**src/rtl/hwl_pkg.sv**
```systemverilog
`timescale 1ns/1ps
package hwl_pkg;
  typedef enum logic {
    LM_COUNT = 1'b0,
    LM_COND  = 1'b1
  } loop_mode_e;
endpackage

```
**src/rtl/hwl_stack.sv**
```systemverilog
`timescale 1ns/1ps
module hwl_stack #(
  parameter int AW    = 16,
  parameter int CW    = 8,
  parameter int DEPTH = 4,
  localparam int DW   = $clog2(DEPTH + 1),
  localparam int IW   = (DEPTH > 1) ? $clog2(DEPTH) : 1
) (
  input  logic                clk,
  input  logic                rst_n,
  input  logic                push,
  input  logic                pop,
  input  logic                upd_cnt,
  input  logic [AW-1:0]       push_top,
  input  logic [AW-1:0]       push_end,
  input  logic [CW-1:0]       push_cnt,
  input  hwl_pkg::loop_mode_e push_mode,
  input  logic [CW-1:0]       new_cnt,
  output logic [AW-1:0]       cur_top,
  output logic [AW-1:0]       cur_end,
  output logic [CW-1:0]       cur_cnt,
  output hwl_pkg::loop_mode_e cur_mode,
  output logic [DW-1:0]       depth,
  output logic                full,
  output logic                loaded
);
  logic [AW-1:0]       top_q  [DEPTH];
  logic [AW-1:0]       end_q  [DEPTH];
  logic [CW-1:0]       cnt_q  [DEPTH];
  hwl_pkg::loop_mode_e mode_q [DEPTH];
  logic [DW-1:0]       depth_q;
  logic [DW-1:0]       idx_w;
  logic [IW-1:0]       idx;

  assign loaded = (depth_q != '0);
  assign full   = (depth_q == DW'(DEPTH));
  assign depth  = depth_q;
  assign idx_w  = depth_q - DW'(1);
  assign idx    = idx_w[IW-1:0];

  always_comb begin
    if (loaded) begin
      cur_top  = top_q[idx];
      cur_end  = end_q[idx];
      cur_cnt  = cnt_q[idx];
      cur_mode = mode_q[idx];
    end else begin
      cur_top  = '0;
      cur_end  = '0;
      cur_cnt  = '0;
      cur_mode = hwl_pkg::LM_COUNT;
    end
  end

  always_ff @(posedge clk or negedge rst_n) begin
    if (!rst_n)                depth_q <= '0;
    else if (push && !full)    depth_q <= depth_q + DW'(1);
    else if (pop && loaded)    depth_q <= depth_q - DW'(1);
  end

  for (genvar i = 0; i < DEPTH; i++) begin : g_slot
    logic wr_new, wr_cnt;
    assign wr_new = push && (depth_q == DW'(i));
    assign wr_cnt = upd_cnt && (depth_q == DW'(i + 1));
    always_ff @(posedge clk or negedge rst_n) begin
      if (!rst_n) begin
        top_q[i]  <= '0;
        end_q[i]  <= '0;
        cnt_q[i]  <= '0;
        mode_q[i] <= hwl_pkg::LM_COUNT;
      end else if (wr_new) begin
        top_q[i]  <= push_top;
        end_q[i]  <= push_end;
        cnt_q[i]  <= push_cnt;
        mode_q[i] <= push_mode;
      end else if (wr_cnt) begin
        cnt_q[i]  <= new_cnt;
      end
    end
  end

  // depth never exceeds the stack size
  a_r7_depth_bounded: assert property (@(posedge clk) disable iff (!rst_n)
    depth_q <= DW'(DEPTH));
  // a count update lands on the entry in force
  a_r4_count_written: assert property (@(posedge clk) disable iff (!rst_n)
    (upd_cnt && !push && !pop) |=> (cur_cnt == $past(new_cnt)));
endmodule

```
**src/rtl/hwl_eval.sv**
```systemverilog
`timescale 1ns/1ps
module hwl_eval #(
  parameter int AW = 16,
  parameter int CW = 8
) (
  input  logic                fetch_vld,
  input  logic                start,
  input  logic                cond,
  input  logic                loaded,
  input  logic [AW-1:0]       pc,
  input  logic [AW-1:0]       cur_end,
  input  logic [CW-1:0]       cur_cnt,
  input  hwl_pkg::loop_mode_e cur_mode,
  output logic                leave,
  output logic                again,
  output logic                upd_cnt,
  output logic [CW-1:0]       cnt_dec
);
  logic at_end, done;

  assign at_end  = loaded && fetch_vld && !start && (pc == cur_end);
  assign done    = (cur_mode == hwl_pkg::LM_COND) ? cond : (cur_cnt == CW'(1));
  assign leave   = at_end && done;
  assign again   = at_end && !done;
  assign upd_cnt = again && (cur_mode == hwl_pkg::LM_COUNT);
  assign cnt_dec = cur_cnt - CW'(1);
endmodule

```
**src/rtl/hw_loop_ctrl.sv**
```systemverilog
`timescale 1ns/1ps
module hw_loop_ctrl #(
  parameter int AW    = 16,
  parameter int CW    = 8,
  parameter int DEPTH = 4,
  localparam int DW   = $clog2(DEPTH + 1)
) (
  input  logic          clk,
  input  logic          rst_n,
  input  logic          fetch_vld_i,
  input  logic [AW-1:0] pc_i,
  input  logic          start_i,
  input  logic [AW-1:0] end_addr_i,
  input  logic [CW-1:0] count_i,
  input  logic          mode_i,
  input  logic          cond_i,
  output logic          redirect_o,
  output logic [AW-1:0] target_o,
  output logic          active_o,
  output logic          error_o
);
  logic [AW-1:0]       cur_top, cur_end;
  logic [CW-1:0]       cur_cnt, cnt_dec;
  hwl_pkg::loop_mode_e cur_mode;
  logic [DW-1:0]       depth;
  logic                full, loaded, leave, again, upd_cnt, err_q;
  logic [AW-1:0]       pc_inc;

  assign pc_inc = pc_i + AW'(1);

  hwl_stack #(.AW(AW), .CW(CW), .DEPTH(DEPTH)) u_stack (
    .clk(clk), .rst_n(rst_n),
    .push(start_i), .pop(leave), .upd_cnt(upd_cnt),
    .push_top(pc_inc), .push_end(end_addr_i), .push_cnt(count_i),
    .push_mode(hwl_pkg::loop_mode_e'(mode_i)), .new_cnt(cnt_dec),
    .cur_top(cur_top), .cur_end(cur_end), .cur_cnt(cur_cnt), .cur_mode(cur_mode),
    .depth(depth), .full(full), .loaded(loaded)
  );

  hwl_eval #(.AW(AW), .CW(CW)) u_eval (
    .fetch_vld(fetch_vld_i), .start(start_i), .cond(cond_i), .loaded(loaded),
    .pc(pc_i), .cur_end(cur_end), .cur_cnt(cur_cnt), .cur_mode(cur_mode),
    .leave(leave), .again(again), .upd_cnt(upd_cnt), .cnt_dec(cnt_dec)
  );

  always_ff @(posedge clk or negedge rst_n) begin
    if (!rst_n)                err_q <= 1'b0;
    else if (start_i && full)  err_q <= 1'b1;
  end

  assign redirect_o = again;
  assign target_o   = again ? cur_top : pc_inc;
  assign active_o   = loaded && !(leave && depth == DW'(1));
  assign error_o    = err_q;

  // a redirect only happens while a loop is in force
  a_r3_redirect_in_loop: assert property (@(posedge clk) disable iff (!rst_n)
    redirect_o |-> active_o);
  // the overflow flag holds once raised
  a_r8_error_sticky: assert property (@(posedge clk) disable iff (!rst_n)
    error_o |=> error_o);
  // a fall-through pops exactly one level
  a_r6_exit_pops: assert property (@(posedge clk) disable iff (!rst_n)
    leave |=> (depth == $past(depth) - DW'(1)));
  // the start cycle never redirects
  a_r11_start_no_redirect: assert property (@(posedge clk) disable iff (!rst_n)
    start_i |-> !redirect_o);
  // without a fetch the pass state is left alone
  a_r10_idle_holds: assert property (@(posedge clk) disable iff (!rst_n)
    (!fetch_vld_i && !start_i) |=> $stable(cur_cnt) && $stable(depth));
endmodule

```
**config.mk**
```make
export PLATFORM = sky130hd
export DESIGN_NAME = hw_loop_ctrl
export DESIGN_NICKNAME = d
export VERILOG_FILES = /design/src/rtl/hwl_pkg.sv /design/src/rtl/hwl_stack.sv /design/src/rtl/hwl_eval.sv /design/src/rtl/hw_loop_ctrl.sv
export SDC_FILE = /design/constraint.sdc
export NUM_CORES = 1
export LEC_CHECK = 0
export BUFFER_PORTS_ARGS = -buffer_cell sky130_fd_sc_hd__buf_4
export CAP_MARGIN = 20
export CORE_ASPECT_RATIO = 0.7
export CORE_MARGIN = 5
export CORE_UTILIZATION = 45
export DETAILED_ROUTE_END_ITERATION = 16
export GPL_ROUTABILITY_DRIVEN = 1
export PLACE_DENSITY = 0.66
export SYNTH_ARGS = -nofsm -noshare
export SYNTH_HDL_FRONTEND = slang
export SYNTH_HIERARCHICAL = 1
export SYNTH_SLANG_ARGS = --single-unit
```
**constraint.sdc**
```tcl
create_clock -name clk -period 4.8 [get_ports clk]
set_clock_uncertainty 0.1 [all_clocks]
set_input_delay 0.24 -clock clk [delete_from_list [all_inputs] [get_ports clk]]
set_output_delay 0.24 -clock clk [all_outputs]
set_load 0.1 [all_outputs]
```
# Yosys cells after proc, flatten, opt, wreduce, memory -nomap -nowiden

Index checks and enable logic that the tools add are counted.

Flip-flop bits (word level): 168
Input port bits: 46
Output and inout port bits: 19
Logic and storage cells: 89

Add/subtract/negate cells: 4
Magnitude comparators: 1
Equality and inequality tests: 6
Multiplexer cells: 28
Bitwise operators: 2
Reductions and logical operators: 30

Operators with widths:

| cell                                                               | count |
|---|---|
| 16-bit two-way mux                                                 | 7 |
| 8-bit two-way mux                                                  | 11 |
| 16-bit binary-select mux with 2-bit select                         | 2 |
| 1-bit logical AND                                                  | 19 |
| 16-bit by 1-bit adder with 16-bit output, second input constant    | 1 |
| 8-bit binary-select mux with 2-bit select                          | 1 |
| 16-bit == test                                                     | 1 |
| 2-bit nonzero test                                                 | 5 |
| 8-bit by 1-bit == test with 1-bit output, second input constant    | 1 |
| 8-bit by 1-bit subtractor with 8-bit output, second input constant | 1 |
| 3-bit by 2-bit == test with 1-bit output, second input constant    | 2 |
| 3-bit two-way mux                                                  | 2 |
| 1-bit logical NOT                                                  | 4 |
| 1-bit two-way mux                                                  | 4 |
| 3-bit by 1-bit adder with 3-bit output, second input constant      | 1 |
| 3-bit by 1-bit == test with 1-bit output, second input constant    | 1 |
| 3-bit == test, second input constant                               | 1 |
| 3-bit >= comparator, second input constant                         | 1 |
| 3-bit logical NOT                                                  | 1 |
| 2-bit inverter with 3-bit output                                   | 1 |
| 3-bit nonzero test                                                 | 1 |
| 3-bit by 1-bit subtractor with 3-bit output, second input constant | 1 |
| 1-bit binary-select mux with 2-bit select                          | 1 |
| 1-bit inverter                                                     | 1 |

# Depth between registers and ports, before layout

Depth after elaboration: 14
Gate-level depth with buffers: 17

# Hierarchy

The synthesis kept the hierarchy.

Modules (own cells, without submodules):

| module       | instances | cells each | area each (sq um) |
|---|---|---|---|
| hwl_stack    | 1         | 539        | 8101.5 |
| hw_loop_ctrl | 1         | 68         | 549.3 |
| hwl_eval     | 1         | 51         | 400.4 |

# Least setup slack after synthesis

No wires, ideal clock.

Path kind: reg2out
Start point: register u_stack.depth_q[0], in the netlist u_stack/depth[0]
End point: output port target_o[0]
Arrival: 6.505 ns
Setup slack: -2.045 ns
Stages on the path, launching flop included: 17
Path buffers: 6
Path through: dfrtp_1 > buf_2 > buf_6 > inv_1 > ha_1 > clkbuf_1 > buf_2 > mux4_2 > nor2b_1 > xor2_1 > nor4_2 > nand4b_1 > nor3_1 > clkbuf_1 > buf_2 > nand2_1 > o21ai_0

Elaborated cells between the ends (all ways): 28
Those cells by class: add/sub (1); eq/ne (2); mux (18); bitwise (1); reduce/logical (6)

RTL lines:

| element                                                | line               | RTL |
|---|---|---|
| start: declaration                                     | hwl_stack.sv:31    | `logic [DW-1:0] depth_q;` |
| start signal: assignment                               | hwl_stack.sv:57    | `else if (push && !full) depth_q <= depth_q + DW'(1);` |
| start signal: assignment                               | hwl_stack.sv:58    | `else if (pop && loaded) depth_q <= depth_q - DW'(1);` |
| 3-bit by 1-bit subtractor with 3-bit output            | hwl_stack.sv:38    | `assign idx_w = depth_q - DW'(1);` |
| 2-bit inverter with 3-bit output (implied by the code) | hwl_stack.sv:44    | `cur_end = end_q[idx];` |
| 16-bit binary-select mux with 2-bit select             | hwl_stack.sv:44    |  |
| 16-bit two-way mux (implied by the code) (2 in series) | hwl_stack.sv:44    |  |
| 16-bit two-way mux *                                   | hwl_stack.sv:42    | `if (loaded) begin` |
| named net cur_end[11]                                  | hw_loop_ctrl.sv:22 | `logic [AW-1:0] cur_top, cur_end;` |
| 16-bit == test *                                       | hwl_eval.sv:21     | `assign at_end = loaded && fetch_vld && !start && (pc == cur_end);` |
| 1-bit logical AND *                                    | hwl_eval.sv:21     |  |
| 1-bit logical AND *                                    | hwl_eval.sv:24     | `assign again = at_end && !done;` |
| named net redirect_o                                   | hw_loop_ctrl.sv:17 | `output logic redirect_o,` |
| 16-bit two-way mux *                                   | hw_loop_ctrl.sv:52 | `assign target_o = again ? cur_top : pc_inc;` |
| end: declaration                                       | hw_loop_ctrl.sv:18 | `output logic [AW-1:0] target_o,` |

The timed path passes the listed nets; every way through them passes the cells marked *. The select of a mux whose other input is x is not followed.

# Worst setup path after layout

Start point: register u_stack.depth_q[1], in the netlist u_stack/depth[1]
End point: output port active_o

Cells in the longest elaborated chain, start to end: 12
Elaborated cells between the ends (all ways): 26
Those cells by class: add/sub (1); eq/ne (3); mux (13); bitwise (1); reduce/logical (8)

Ends and longest elaborated chain:

| element                                                | line               | RTL |
|---|---|---|
| 3-bit by 1-bit subtractor with 3-bit output            | hwl_stack.sv:38    |  |
| 2-bit inverter with 3-bit output (implied by the code) | hwl_stack.sv:45    | `cur_cnt = cnt_q[idx];` |
| 8-bit binary-select mux with 2-bit select              | hwl_stack.sv:45    |  |
| 8-bit two-way mux (implied by the code) (2 in series)  | hwl_stack.sv:45    |  |
| 8-bit two-way mux *                                    | hwl_stack.sv:42    |  |
| named net cur_cnt[4]                                   | hw_loop_ctrl.sv:23 | `logic [CW-1:0] cur_cnt, cnt_dec;` |
| 8-bit by 1-bit == test with 1-bit output *             | hwl_eval.sv:22     | `assign done = (cur_mode == hwl_pkg::LM_COND) ? cond : (cur_cnt == CW'(1));` |
| 1-bit two-way mux *                                    | hwl_eval.sv:22     |  |
| 1-bit logical AND *                                    | hwl_eval.sv:23     | `assign leave = at_end && done;` |
| named net leave                                        | hw_loop_ctrl.sv:26 | `logic full, loaded, leave, again, upd_cnt, err_q;` |
| 1-bit logical AND *                                    | hw_loop_ctrl.sv:53 | `assign active_o = loaded && !(leave && depth == DW'(1));` |
| 1-bit logical NOT *                                    | hw_loop_ctrl.sv:53 |  |
| 1-bit logical AND *                                    | hw_loop_ctrl.sv:53 |  |
| end: declaration                                       | hw_loop_ctrl.sv:19 | `output logic active_o,` |

Marks and branches as above.

==> results.sh <==
export IMPL_synth_compound_area_frac=0.02267
export IMPL_die_width_um=179.5
export IMPL_leakage_nw=4.758
export IMPL_grt_pass1_vias=6123
export IMPL_setup_viol=0
export IMPL_synthMuxAreaShare=0.3472
export IMPL_vias=5661
export IMPL_grt_max_degree=79
export IMPL_ys_flop_type="dfrtp_1"
export IMPL_cts_buffers=17
export IMPL_placed_cells=965
export IMPL_final_setup_tns_ns=0
export IMPL_synth_simple_area_share=0.08875
export IMPL_synth_adder_area_share=0.01244
export IMPL_dieArea_um2=23090
export IMPL_fin_crit_sh=0.9381
export IMPL_crit_fanout=28
export IMPL_portBuffers=64
export IMPL_root_buffer="clkbuf_16"
export IMPL_fin_nets=791
export IMPL_antenna_found_initial=0
export IMPL_finalHoldViolCount=0
export IMPL_end_kind="output pin"
export IMPL_antennaDiodeCount=0
export IMPL_power_density_nw_per_um2=750.9
export IMPL_pre_cts_ws_ns=0.4186
export IMPL_cts_tree="done"
export IMPL_syn_avg_cell_area_um2=13.76
export IMPL_clkSlewWorstSetupHoldPaths_ns=0.07
export IMPL_synth_enable_flop_cells=0
export IMPL_post_cts_buffers=0
export IMPL_power_mw=8.047
export IMPL_syn_inst=658
export IMPL_p_switching_mw=2.796
export IMPL_die_y_um=128.7
export IMPL_timing_final_ws_setup_ns=0.2969
export IMPL_dp_hpwl_um=14120
export IMPL_cts_sinks=168
export IMPL_drt_wl_total_um=21670
export IMPL_dr_pass1_iters=4
export IMPL_async_reset_ff_frac=1.000
export IMPL_max_freq_mhz=222.1
export IMPL_dpl_cell_area_um2=9819
export IMPL_ir_drop_mv=0.3733
export IMPL_p_int_mw=5.251
export IMPL_syn_nets=713
export IMPL_grt_use_total=0.1932
export IMPL_via_per_inst=5.555
export IMPL_worstHoldPathType="input pin to flop"
export IMPL_drive_gt1_frac=0.4646
export IMPL_start_kind="flop"
export IMPL_ioPinCount=65
export IMPL_p_sw_frac=0.3475
export IMPL_grt_pass1_wl_um=34920
export IMPL_drc=0
export IMPL_gp_congestion=0.8210
export IMPL_tightest_slew_ns=1.030
export IMPL_p_clk_frac=0.194
export IMPL_initial_core_util=0.4572
export IMPL_nFillCells=1654
export IMPL_synth_area_leader_cell="dfrtp_1"
export IMPL_synthXorXnorAreaFrac=0.03484
export IMPL_ant_nets=0
export IMPL_yosysWarnings=6
export IMPL_fin_area_um2=10720
export IMPL_maxSlewHeadroom=0.3116
export IMPL_max_cap_violations=0
export IMPL_rsz0062_at_grt="no"
export IMPL_yosysUniqueCellTypes=51
export IMPL_clockBufferDepth=2
export IMPL_synthTopCellsByArea="dfrtp_1 (46%), mux2_2 (21%), mux4_2 (10%)"
export IMPL_cp_required_ns=4.46
export IMPL_crit_type="flop to output pin"
export IMPL_layout_min_cycle_time_ns=4.503
export IMPL_critPathArrivalTime_ns=4.16
export IMPL_drtIter0Drc=418
export IMPL_rows=43
export IMPL_clock_latency_ns=0.43
export IMPL_syn_area_um2=9051
export IMPL_area_growth_synth_to_final_pct=18.40
export IMPL_ys_ff_latch=168
export IMPL_layout_commonest_cell="dfrtp_1"
export IMPL_synth_top_family_by_area="multiplexers"
export IMPL_fin_cells=1019
export IMPL_core_area_um2=19800
export IMPL_wire_per_inst_um=21.27
export IMPL_mostFrequentLayoutCells="dfrtp_1 (167), mux2_2 (159), buf_4 (71)"
export IMPL_status="finished, final reports clean"
export IMPL_htree_num_levels=4
export IMPL_yosysTopAreaCellShare=0.4645
export IMPL_overflow=0
export IMPL_slew_viol_final=0
export IMPL_yosysSeqAreaShare=0.4645
export IMPL_combPwrFrac=0.497
export IMPL_seqPwrFrac=0.309
## metrics by stage
stage | hold WS, ns | util
5_1_grt | 0.02231 | 0.5413
3_3_place_gp | 0.2111 | 0.4960
4_1_cts | 0.001283 | 0.5406
6_report | 0.02008 | 0.5413
2_1_floorplan | -0.1556 | -
3_5_place_dp | 0.2239 | 0.4960
## state kept, by name (all words and copies together) (netlist names)
signal          flops
error_o             1
u_stack/cnt_q      32
u_stack/depth       3
u_stack/end_q      64
u_stack/mode_q      4
u_stack/top_q      64
## final cells by class
| class | count | area (um2) | share of cell area |
|---|---|---|---|
| clock buffer | 18 | 429.2 | 0.04005 |
| clock inverter | 14 | 234.0 | 0.02183 |
| inverter | 10 | 37.54 | 0.003503 |
| multi-input combinational | 442 | 4657 | 0.4346 |
| sequential | 168 | 4205 | 0.3924 |
| tap | 270 | 337.8 | 0.03152 |
| timing repair buffer | 97 | 815.8 | 0.07612 |
## critical path, cell delays in order, from the launching register on
cell and delay (ns):
dfrtp_1 0.45, inv_1 0.18, ha_4 0.23, nor2b_4 0.64, nor2b_1 0.25, nor4_4 0.42, nand3_2 0.18, o21ai_2 0.23
nor3b_1 0.24, buf_4 0.19, nor4bb_1 0.35, nor2b_1 0.11, buf_4 0.25
## metal layers
layer | global-route usage | vias up | share of wire
met5 | 0 | - | 0
met4 | 0.05553 | 0 | 0.011
met3 | 0.03843 | 17 | 0.039
met2 | 0.3145 | 120 | 0.49
met1 | 0.2675 | 2965 | 0.46
li1 | - | 2559 | -
## path summary, 6_finish.rpt
check,end,slack (ns),cells after the start,from
max,active_o,0.30,12,u_stack/depth[1]$_DFFE_PN0P_
min,u_stack/cnt_q[15]$_DFFE_PN0P_,0.02,3,count_i[7]
max reg2reg,u_stack/cnt_q[21]$_DFFE_PN0P_,0.63,11,u_stack/depth[1]$_DFFE_PN0P_
min reg2reg,error_o$_DFFE_PN0P_,0.36,1,error_o$_DFFE_PN0P_
max in group asynchronous,u_stack/top_q[29]$_DFFE_PN0P_,3.09,3,rst_n
min in group asynchronous,u_stack/cnt_q[4]$_DFFE_PN0P_,0.29,2,rst_n
## synth_stat cells (9+ instances only)
master   count
mux2i_1     17
mux2_2     166
mux2_4      12
nand2_1     21
dfrtp_1    168
nor2b_1     44
xor2_1      22
buf_2       22
a21oi_1     11
mux4_2      41
xnor2_1     14
inv_1       10
nor2_1      19
ha_1         9
o21ai_0      9
## power by group through the flow
stage / combinational (mW) / sequential (mW) / clock (mW)
after floorplan: 3.25 / 2.35 / 0
after global placement: 3.83 / 2.45 / 0
after detailed placement: 3.95 / 2.49 / 0
after CTS: 4.00 / 2.47 / 1.59
after global routing: 4.34 / 2.55 / 1.66
final: 4.00 / 2.48 / 1.56
## what timing repair did
item	4_1_cts	5_1_grt
hold buffers	22	0
setup endpoints to repair	0	13
gates resized for setup	0	2
hold endpoints to repair	148	0
## logic make-up (layout without fill, tap and decap cells)
| family | after synthesis | count (layout) |
|---|---|---|
| buf+inv | 48 | 139 |
| fa+ha+maj | 9 | 9 |
| simple gates | 129 | 129 |
| xor+xnor | 36 | 36 |
| compound gates | 32 | 32 |
| flops | 168 | 168 |
| mux | 236 | 236 |
(Power assumes the default switching activity.)
